File: config.mk
export PLATFORM = sky130hd
export DESIGN_NAME = usb_irq_status
export DESIGN_NICKNAME = d
export VERILOG_FILES = /design/src/rtl/usb_irq_pkg.sv /design/src/rtl/usb_irq_port_edge.sv /design/src/rtl/usb_irq_ctrl.sv /design/src/rtl/usb_irq_dp.sv /design/src/rtl/usb_irq_status.sv
export SDC_FILE = /design/constraint.sdc
export NUM_CORES = 1
export LEC_CHECK = 0
export CORE_MARGIN = 2
export CORE_UTILIZATION = 29
export DETAILED_ROUTE_END_ITERATION = 12
export HOLD_SLACK_MARGIN = 0.08
export PLACE_DENSITY = 0.82
export SYNTH_ARGS = -nofsm -noshare
export SYNTH_HDL_FRONTEND = slang
export SYNTH_SLANG_ARGS = --single-unit
File: constraint.sdc
create_clock -name clk -period 1.05 [get_ports clk]
set_clock_uncertainty 0.15 [all_clocks]
set_input_delay 0.21 -clock clk [delete_from_list [all_inputs] [get_ports clk]]
set_output_delay 0.21 -clock clk [all_outputs]
set_load 0.01 [all_outputs]
File: src/rtl/usb_irq_pkg.sv
`timescale 1ns/1ps
package usb_irq_pkg;

  localparam int FLAG_W   = 4;
  localparam int BIT_XFER = 0;
  localparam int BIT_ERR  = 1;
  localparam int BIT_PORT = 2;
  localparam int BIT_ROLL = 3;

  localparam int CHG_KINDS = 4;  // connect, enable, over-current, resume

  localparam logic ADDR_STATUS = 1'b0;
  localparam logic ADDR_ENABLE = 1'b1;

  // Strobes from control to the flag datapath
  typedef struct packed {
    logic [FLAG_W-1:0] setMask;
    logic [FLAG_W-1:0] clrMask;
    logic              portLoad;
    logic              portLoadVal;
  } flagCmd_t;

endpackage

File: src/rtl/usb_irq_port_edge.sv
`timescale 1ns/1ps
module usb_irq_port_edge
  import usb_irq_pkg::*;
#(
  parameter int KINDS = CHG_KINDS
) (
  input  logic             clk,
  input  logic             rstN,
  input  logic [KINDS-1:0] chgBits,
  input  logic             owner,
  output logic             hit,
  output logic             level
);

  logic [KINDS-1:0] prevBits;
  logic [KINDS-1:0] riseBits;

  always_ff @(posedge clk) begin
    if (!rstN) prevBits <= '0;
    else       prevBits <= chgBits;
  end

  always_comb begin
    riseBits = chgBits & ~prevBits;
    hit      = (!owner) && (|riseBits);
    level    = |chgBits;
  end

endmodule

File: src/rtl/usb_irq_ctrl.sv
`timescale 1ns/1ps
module usb_irq_ctrl
  import usb_irq_pkg::*;
#(
  parameter int NUM_PORTS   = 4,
  parameter int FRAME_IDX_W = 14,
  parameter int ROLL_BIT    = 13
) (
  input  logic                   clk,
  input  logic                   rstN,
  input  logic                   tdDone,
  input  logic                   tdIoc,
  input  logic                   tdError,
  input  logic                   shortPkt,
  input  logic [FRAME_IDX_W-1:0] frameIdx,
  input  logic [NUM_PORTS-1:0]   portConnChg,
  input  logic [NUM_PORTS-1:0]   portEnChg,
  input  logic [NUM_PORTS-1:0]   portOcChg,
  input  logic [NUM_PORTS-1:0]   portResume,
  input  logic [NUM_PORTS-1:0]   portOwner,
  input  logic                   pwrWake,
  input  logic                   regWe,
  input  logic                   regAddr,
  input  logic [FLAG_W-1:0]      regWlow,
  output flagCmd_t               cmd
);

  logic [NUM_PORTS-1:0] portHit;
  logic [NUM_PORTS-1:0] portLevel;
  logic                 rollPrev;
  logic                 unusedFrameBits;

  assign unusedFrameBits = ^{frameIdx[FRAME_IDX_W-1:0]};

  genvar g;
  generate
    for (g = 0; g < NUM_PORTS; g++) begin : gPort
      usb_irq_port_edge #(.KINDS(CHG_KINDS)) uEdge (
        .clk     (clk),
        .rstN    (rstN),
        .chgBits ({portResume[g], portOcChg[g], portEnChg[g], portConnChg[g]}),
        .owner   (portOwner[g]),
        .hit     (portHit[g]),
        .level   (portLevel[g])
      );
    end
  endgenerate

  always_ff @(posedge clk) begin
    if (!rstN) rollPrev <= 1'b0;
    else       rollPrev <= frameIdx[ROLL_BIT];
  end

  always_comb begin
    cmd                   = '0;
    cmd.setMask[BIT_XFER] = (tdDone && tdIoc) || shortPkt;
    cmd.setMask[BIT_ERR]  = tdDone && tdError;
    cmd.setMask[BIT_PORT] = |portHit;
    cmd.setMask[BIT_ROLL] = frameIdx[ROLL_BIT] ^ rollPrev;
    cmd.clrMask           = (regWe && (regAddr == ADDR_STATUS)) ? regWlow : '0;
    cmd.portLoad          = pwrWake;
    cmd.portLoadVal       = |portLevel;
  end

endmodule

File: src/rtl/usb_irq_dp.sv
`timescale 1ns/1ps
module usb_irq_dp
  import usb_irq_pkg::*;
#(
  parameter int DATA_W = 32
) (
  input  logic              clk,
  input  logic              rstN,
  input  flagCmd_t          cmd,
  input  logic              regWe,
  input  logic              regAddr,
  input  logic [FLAG_W-1:0] regWlow,
  output logic [DATA_W-1:0] regRdata,
  output logic              irqOut,
  output logic [FLAG_W-1:0] statusQ,
  output logic [FLAG_W-1:0] enableQ
);

  localparam int PAD_W = DATA_W - FLAG_W;

  logic [FLAG_W-1:0] statusD;
  logic [FLAG_W-1:0] readSel;

  always_comb begin
    statusD = (statusQ & ~cmd.clrMask) | cmd.setMask;
    if (cmd.portLoad) statusD[BIT_PORT] = cmd.portLoadVal;
  end

  always_ff @(posedge clk) begin
    if (!rstN) begin
      statusQ <= '0;
      enableQ <= '0;
    end else begin
      statusQ <= statusD;
      if (regWe && (regAddr == ADDR_ENABLE)) enableQ <= regWlow;
    end
  end

  always_comb begin
    readSel  = (regAddr == ADDR_ENABLE) ? enableQ : statusQ;
    regRdata = {{PAD_W{1'b0}}, readSel};
    irqOut   = |(statusQ & enableQ);
  end

endmodule

File: src/rtl/usb_irq_status.sv
`timescale 1ns/1ps
module usb_irq_status
  import usb_irq_pkg::*;
#(
  parameter int NUM_PORTS   = 4,
  parameter int FRAME_IDX_W = 14,
  parameter int ROLL_BIT    = 13,
  parameter int DATA_W      = 32
) (
  input  logic                   clk,
  input  logic                   rstN,
  input  logic                   tdDone,
  input  logic                   tdIoc,
  input  logic                   tdError,
  input  logic                   shortPkt,
  input  logic [FRAME_IDX_W-1:0] frameIdx,
  input  logic [NUM_PORTS-1:0]   portConnChg,
  input  logic [NUM_PORTS-1:0]   portEnChg,
  input  logic [NUM_PORTS-1:0]   portOcChg,
  input  logic [NUM_PORTS-1:0]   portResume,
  input  logic [NUM_PORTS-1:0]   portOwner,
  input  logic                   pwrWake,
  input  logic                   regWe,
  input  logic                   regAddr,
  input  logic [DATA_W-1:0]      regWdata,
  output logic [DATA_W-1:0]      regRdata,
  output logic                   irqOut
);

  flagCmd_t          cmd;
  logic [FLAG_W-1:0] statusQ;
  logic [FLAG_W-1:0] enableQ;
  logic [FLAG_W-1:0] regWlow;
  logic              unusedWdataHigh;

  assign regWlow         = regWdata[FLAG_W-1:0];
  assign unusedWdataHigh = ^regWdata[DATA_W-1:FLAG_W];

  usb_irq_ctrl #(
    .NUM_PORTS   (NUM_PORTS),
    .FRAME_IDX_W (FRAME_IDX_W),
    .ROLL_BIT    (ROLL_BIT)
  ) uCtrl (
    .clk         (clk),
    .rstN        (rstN),
    .tdDone      (tdDone),
    .tdIoc       (tdIoc),
    .tdError     (tdError),
    .shortPkt    (shortPkt),
    .frameIdx    (frameIdx),
    .portConnChg (portConnChg),
    .portEnChg   (portEnChg),
    .portOcChg   (portOcChg),
    .portResume  (portResume),
    .portOwner   (portOwner),
    .pwrWake     (pwrWake),
    .regWe       (regWe),
    .regAddr     (regAddr),
    .regWlow     (regWlow),
    .cmd         (cmd)
  );

  usb_irq_dp #(.DATA_W(DATA_W)) uDp (
    .clk      (clk),
    .rstN     (rstN),
    .cmd      (cmd),
    .regWe    (regWe),
    .regAddr  (regAddr),
    .regWlow  (regWlow),
    .regRdata (regRdata),
    .irqOut   (irqOut),
    .statusQ  (statusQ),
    .enableQ  (enableQ)
  );

endmodule

Yosys cells after proc, flatten, opt, wreduce, memory -nomap -nowiden
Cells that the tools add are included.
{"block": "word_totals", "reg_bits": 25, "input_bits": 75, "out_inout_bits": 33, "word_cells": 44}
{"block": "classes", "n_bitwise": 14, "muxes": 3, "reduce_logical": 20}
{"op": "4-bit AND", "count": 6}
{"op": "4-bit OR reduction", "count": 6}
{"op": "4-bit inverter", "count": 5}
{"op": "16-bit OR reduction", "count": 1}
{"op": "1-bit logical AND", "count": 8}
{"op": "4-bit two-way mux", "count": 2}
{"op": "1-bit zero test", "count": 4}
{"op": "4-bit bitwise OR", "count": 1}
{"op": "1-bit logical OR", "count": 1}
{"op": "1-bit two-way mux", "count": 1}
{"op": "1-bit inverter", "count": 1}
{"op": "1-bit XOR", "count": 1}

Longest topological paths before layout
{"block": "depth", "depth_word": 7, "mapped_depth": 5, "depth_no_buf": 4}

Hierarchy
Synthesis repeated with hierarchy kept, for this count alone.
{"block": "hier_totals", "cells_unflattened": 136, "area_unflattened_um2": 1321.3}
{"mod": "usb_irq_dp", "area_each_um2": 619.3, "cells_each": 68, "instances": 1}
{"mod": "usb_irq_port_edge", "area_each_um2": 148.9, "cells_each": 14, "instances": 4}
{"mod": "usb_irq_ctrl", "area_each_um2": 106.4, "cells_each": 12, "instances": 1}

Worst setup path after synthesis
OpenSTA, ideal clock, no wires.
{"block": "synth_path", "path_kind": "input -> output", "startpoint": "in regAddr", "endpoint": "out regRdata[0]", "path_buffers": 1, "path_stages": 2, "path_slack_ps": -87, "t_required_ps": 690, "arrival_time_ps": 777, "cell_sequence": "buf_2 mux2_2"}
{"block": "synth_via", "elab_chain_cells": 1}
{"element": "start: declaration", "line_no": "usb_irq_status.sv:24", "source": "input logic regAddr,"}
{"element": "4-bit two-way mux", "line_no": "usb_irq_dp.sv:40", "source": "readSel = (regAddr == ADDR_ENABLE) ? enableQ : statusQ;"}
{"element": "end: declaration", "line_no": "usb_irq_status.sv:26", "source": "output logic [DATA_W-1:0] regRdata,"}
No other way between the ends.

Worst setup path after layout
{"block": "layout_path", "startpoint": "reg uDp.enableQ[2]", "endpoint": "out irqOut"}
{"block": "layout_via", "elab_chain_cells": 2}
{"element": "start: declaration", "line_no": "usb_irq_dp.sv:16", "source": "output logic [FLAG_W-1:0] enableQ"}
{"element": "start signal: assignment", "line_no": "usb_irq_dp.sv:35", "source": "if (regWe && (regAddr == ADDR_ENABLE)) enableQ <= regWlow;"}
{"element": "4-bit AND", "line_no": "usb_irq_dp.sv:42", "source": "irqOut = |(statusQ & enableQ);"}
{"element": "4-bit OR reduction", "line_no": "usb_irq_dp.sv:42"}
{"element": "end: declaration", "line_no": "usb_irq_status.sv:27", "source": "output logic irqOut"}
No other way between the ends.

==> reports/results.ini <==
[sta]
fin_hold_ws_ns=0.1126
drv_slew=0
finalSetupViolCount=9
hold_viol=0
fin_ws_ns=-0.3227
fmax_mhz=728.5
timing.final.crit_share_pct=130.7
period_needed_ns=1.373
fin_setup_tns_ns=-2.046
rsz0062_at_grt=true

[logic_synthesis]
synthAdderAreaFrac_pct=0
synth_top_area_share_pct=39.64
synth_flop_cell=dfxtp_1
yosys.area_share.simple_pct=24.78
async_flop_share_pct=0
ys_types=28
synth-compound-area-share_pct=12.19
synthMuxAreaShare_pct=3.568
yosysTopAreaCell=dfxtp_1
synth_top_family_by_area=simple AND/OR/NAND/NOR gates
syn_area_per_cell_sq_um=9.215
synthXorXnorAreaFrac_pct=0.6938
ys_warn_count=0
synth.area.top_cells=dfxtp_1 (40%), buf_4 (17%), and2_1 (8.4%), nand2b_1 (5.9%), mux2_2 (3.6%)
synthesis.area_sq_um=1262
ys_seq_elements=25
seq_area_frac_synth_pct=39.64
synthCells=137
synth_edf_count=0

[floorplanning]
die_h_um=69.98
start_util_pct=30.89
coreArea_sq_um=4086
num_rows=23
die_area_sq_um=4897
ioPinCount=108
die_width_um=69.98

[worst_setup_path]
critical-path-max-stage-delay_ns=0.34
cp_slowest_cell=dfxtp_2
crit_path_cell_trace=a22oi_2 > nand2_1 > buf_2
critical_path_class=register to output port
startpoint_type=register
endpoint_kind=output port
crit_fanout=3
critical_path_required_ns=0.69
cp_data_arrival_time_ns=1.01

[pwr]
leakage_nw=0.8261
vdd_drop_max_uv=523.0
power.density_nw_per_um2=1129
power_w=0.002092

[detailed_routing]
wirelength_um=2749
drt.antenna.violating_nets=0
drt_iter0_markers=19
drt-wirelength-per-cell_um=11.22
dr.pass1.iters=4
drc=0
viasPerCell=4.110
vias=1007

[min_path]
holdCritPathClass=input port to register

[job]
drv_cap=0

[global_route]
grt_overflow=0
antenna_found_initial=0
grt_max_degree=26
first_global_vias=975
track_usage_pct=12.05
grt_pass1_wl_um=4650

[layout]
area_growth_pct=46.78
layout_commonest_cell=conb_1
final_cells=245
nets=271
drive_gt1_share_pct=30.26
final_cell_mix=conb_1 (28), and2_1 (17), dfxtp_1 (17)
diodes=0
fin_util_pct=45.35

[clock_tree]
cts_buffers=3
clockBufferDepth=2
cts_tree=yes
cts_sinks=25
path_clk_slew_ns=0.10
clk_latency_ns=0.27
root_buffer=clkbuf_8
htreeDepth=1

[place]
hpwl_um=2169
gp_congestion=0.7447
portBuffers=38
place_inst=235

[outcome]
violations=setup timing
status=finished, violations left

[path summary, 6_finish.rpt]
| kind | startpoint | to | slack, ns | cells after the start |
|---|---|---|---|---|
| max | uDp.enableQ[2]$_SDFFE_PN0P_ | irqOut | -0.32 | 3 |
| min | portOcChg[1] | uCtrl.gPort[1].uEdge.prevBits[2]$_SDFF_PN0_ | 0.11 | 3 |
| max reg2reg | uCtrl.gPort[2].uEdge.prevBits[2]$_SDFF_PN0_ | uDp.statusQ[2]$_SDFF_PN0_ | -0.08 | 4 |
| min reg2reg | uDp.enableQ[1]$_SDFFE_PN0P_ | uDp.enableQ[1]$_SDFFE_PN0P_ | 0.33 | 2 |
[what timing repair did]
item                       4_1_cts  5_1_grt
setup buffers                    1        1
setup endpoints to repair       13       10
pin swaps                        8        2
hold buffers                     4        0
hold endpoints to repair         4        0
gates resized for setup         87        5
[report_power, final]
part / switching (W) / total (W) / leakage, nW / internal, W
Clock: 0.000331 / 0.000609 / 0.0261 / 0.000278
Combinational: 0.000196 / 0.000452 / 0.590 / 0.000256
Sequential: 0.0000257 / 0.00103 / 0.210 / 0.00101
Total: 0.000553 / 0.00209 / 0.826 / 0.00154
[sequential cells by signal, summed over array words and instances, names as in the netlist]
| signal | cells |
|---|---|
| uCtrl.gPort.uEdge.prevBits | 16 |
| uDp.enableQ | 4 |
| uDp.statusQ | 4 |
| uCtrl.rollPrev | 1 |
[synthesized netlist by cell type, types with 2 or more instances]
cell	number
mux2_2	4
nor4_1	2
o22ai_1	2
inv_1	4
nor2b_1	3
a21boi_0	4
a22oi_1	3
a41oi_1	3
nor2_1	2
buf_4	28
clkbuf_1	2
nand2b_1	12
dfxtp_1	25
nand2_1	10
and2_1	17
nand3_1	4
[per-stage QoR]
| stage | setup slack [ns] | cell area, sq um |
|---|---|---|
| after global routing | -0.3625 | 1853 |
| after CTS | -0.3311 | 1831 |
| final | -0.3227 | 1853 |
| after detailed placement | -0.9903 | 1717 |
| after global placement | -0.9743 | 1717 |
| after floorplan | -0.04224 | 1385 |
[final cells by class]
type,count,area (sq um)
repair buffers,58,519.2
clock buffers,3,41.29
clock inverters,1,8.758
fillers,411,2233
flip-flops and latches,25,510.5
multi-input cells,104,695.7
inverters,4,15.01
well taps,50,62.56
[per-layer routing]
metal / part of all wire [%] / global-route usage, %
met4: 1.3 / 5.769
met1: 43 / 14.90
met2: 51 / 20.11
met5: 0 / 0
met3: 4.7 / 2.165
[critical path: cells and delay by family (launching register included)]
kind / cells / cell delay [ns]
AOI/OAI and AO/OA: 1 / 0.20
buffers and inverters: 1 / 0.14
DFF: 1 / 0.34
and+or+nand+nor: 1 / 0.06
[logic make-up (layout without fill, tap and decap cells)]
kind of cell              count (synthesis)  in the layout
and+or+nand+nor                          53             53
buffers and inverters                    35             66
DFF                                      25             25
AOI/OAI and AO/OA                        18             18
muxes                                     4              4
other                                     1             28
xor gates and xnor gates                  1              1
Power figures use the tool's default switching activity.
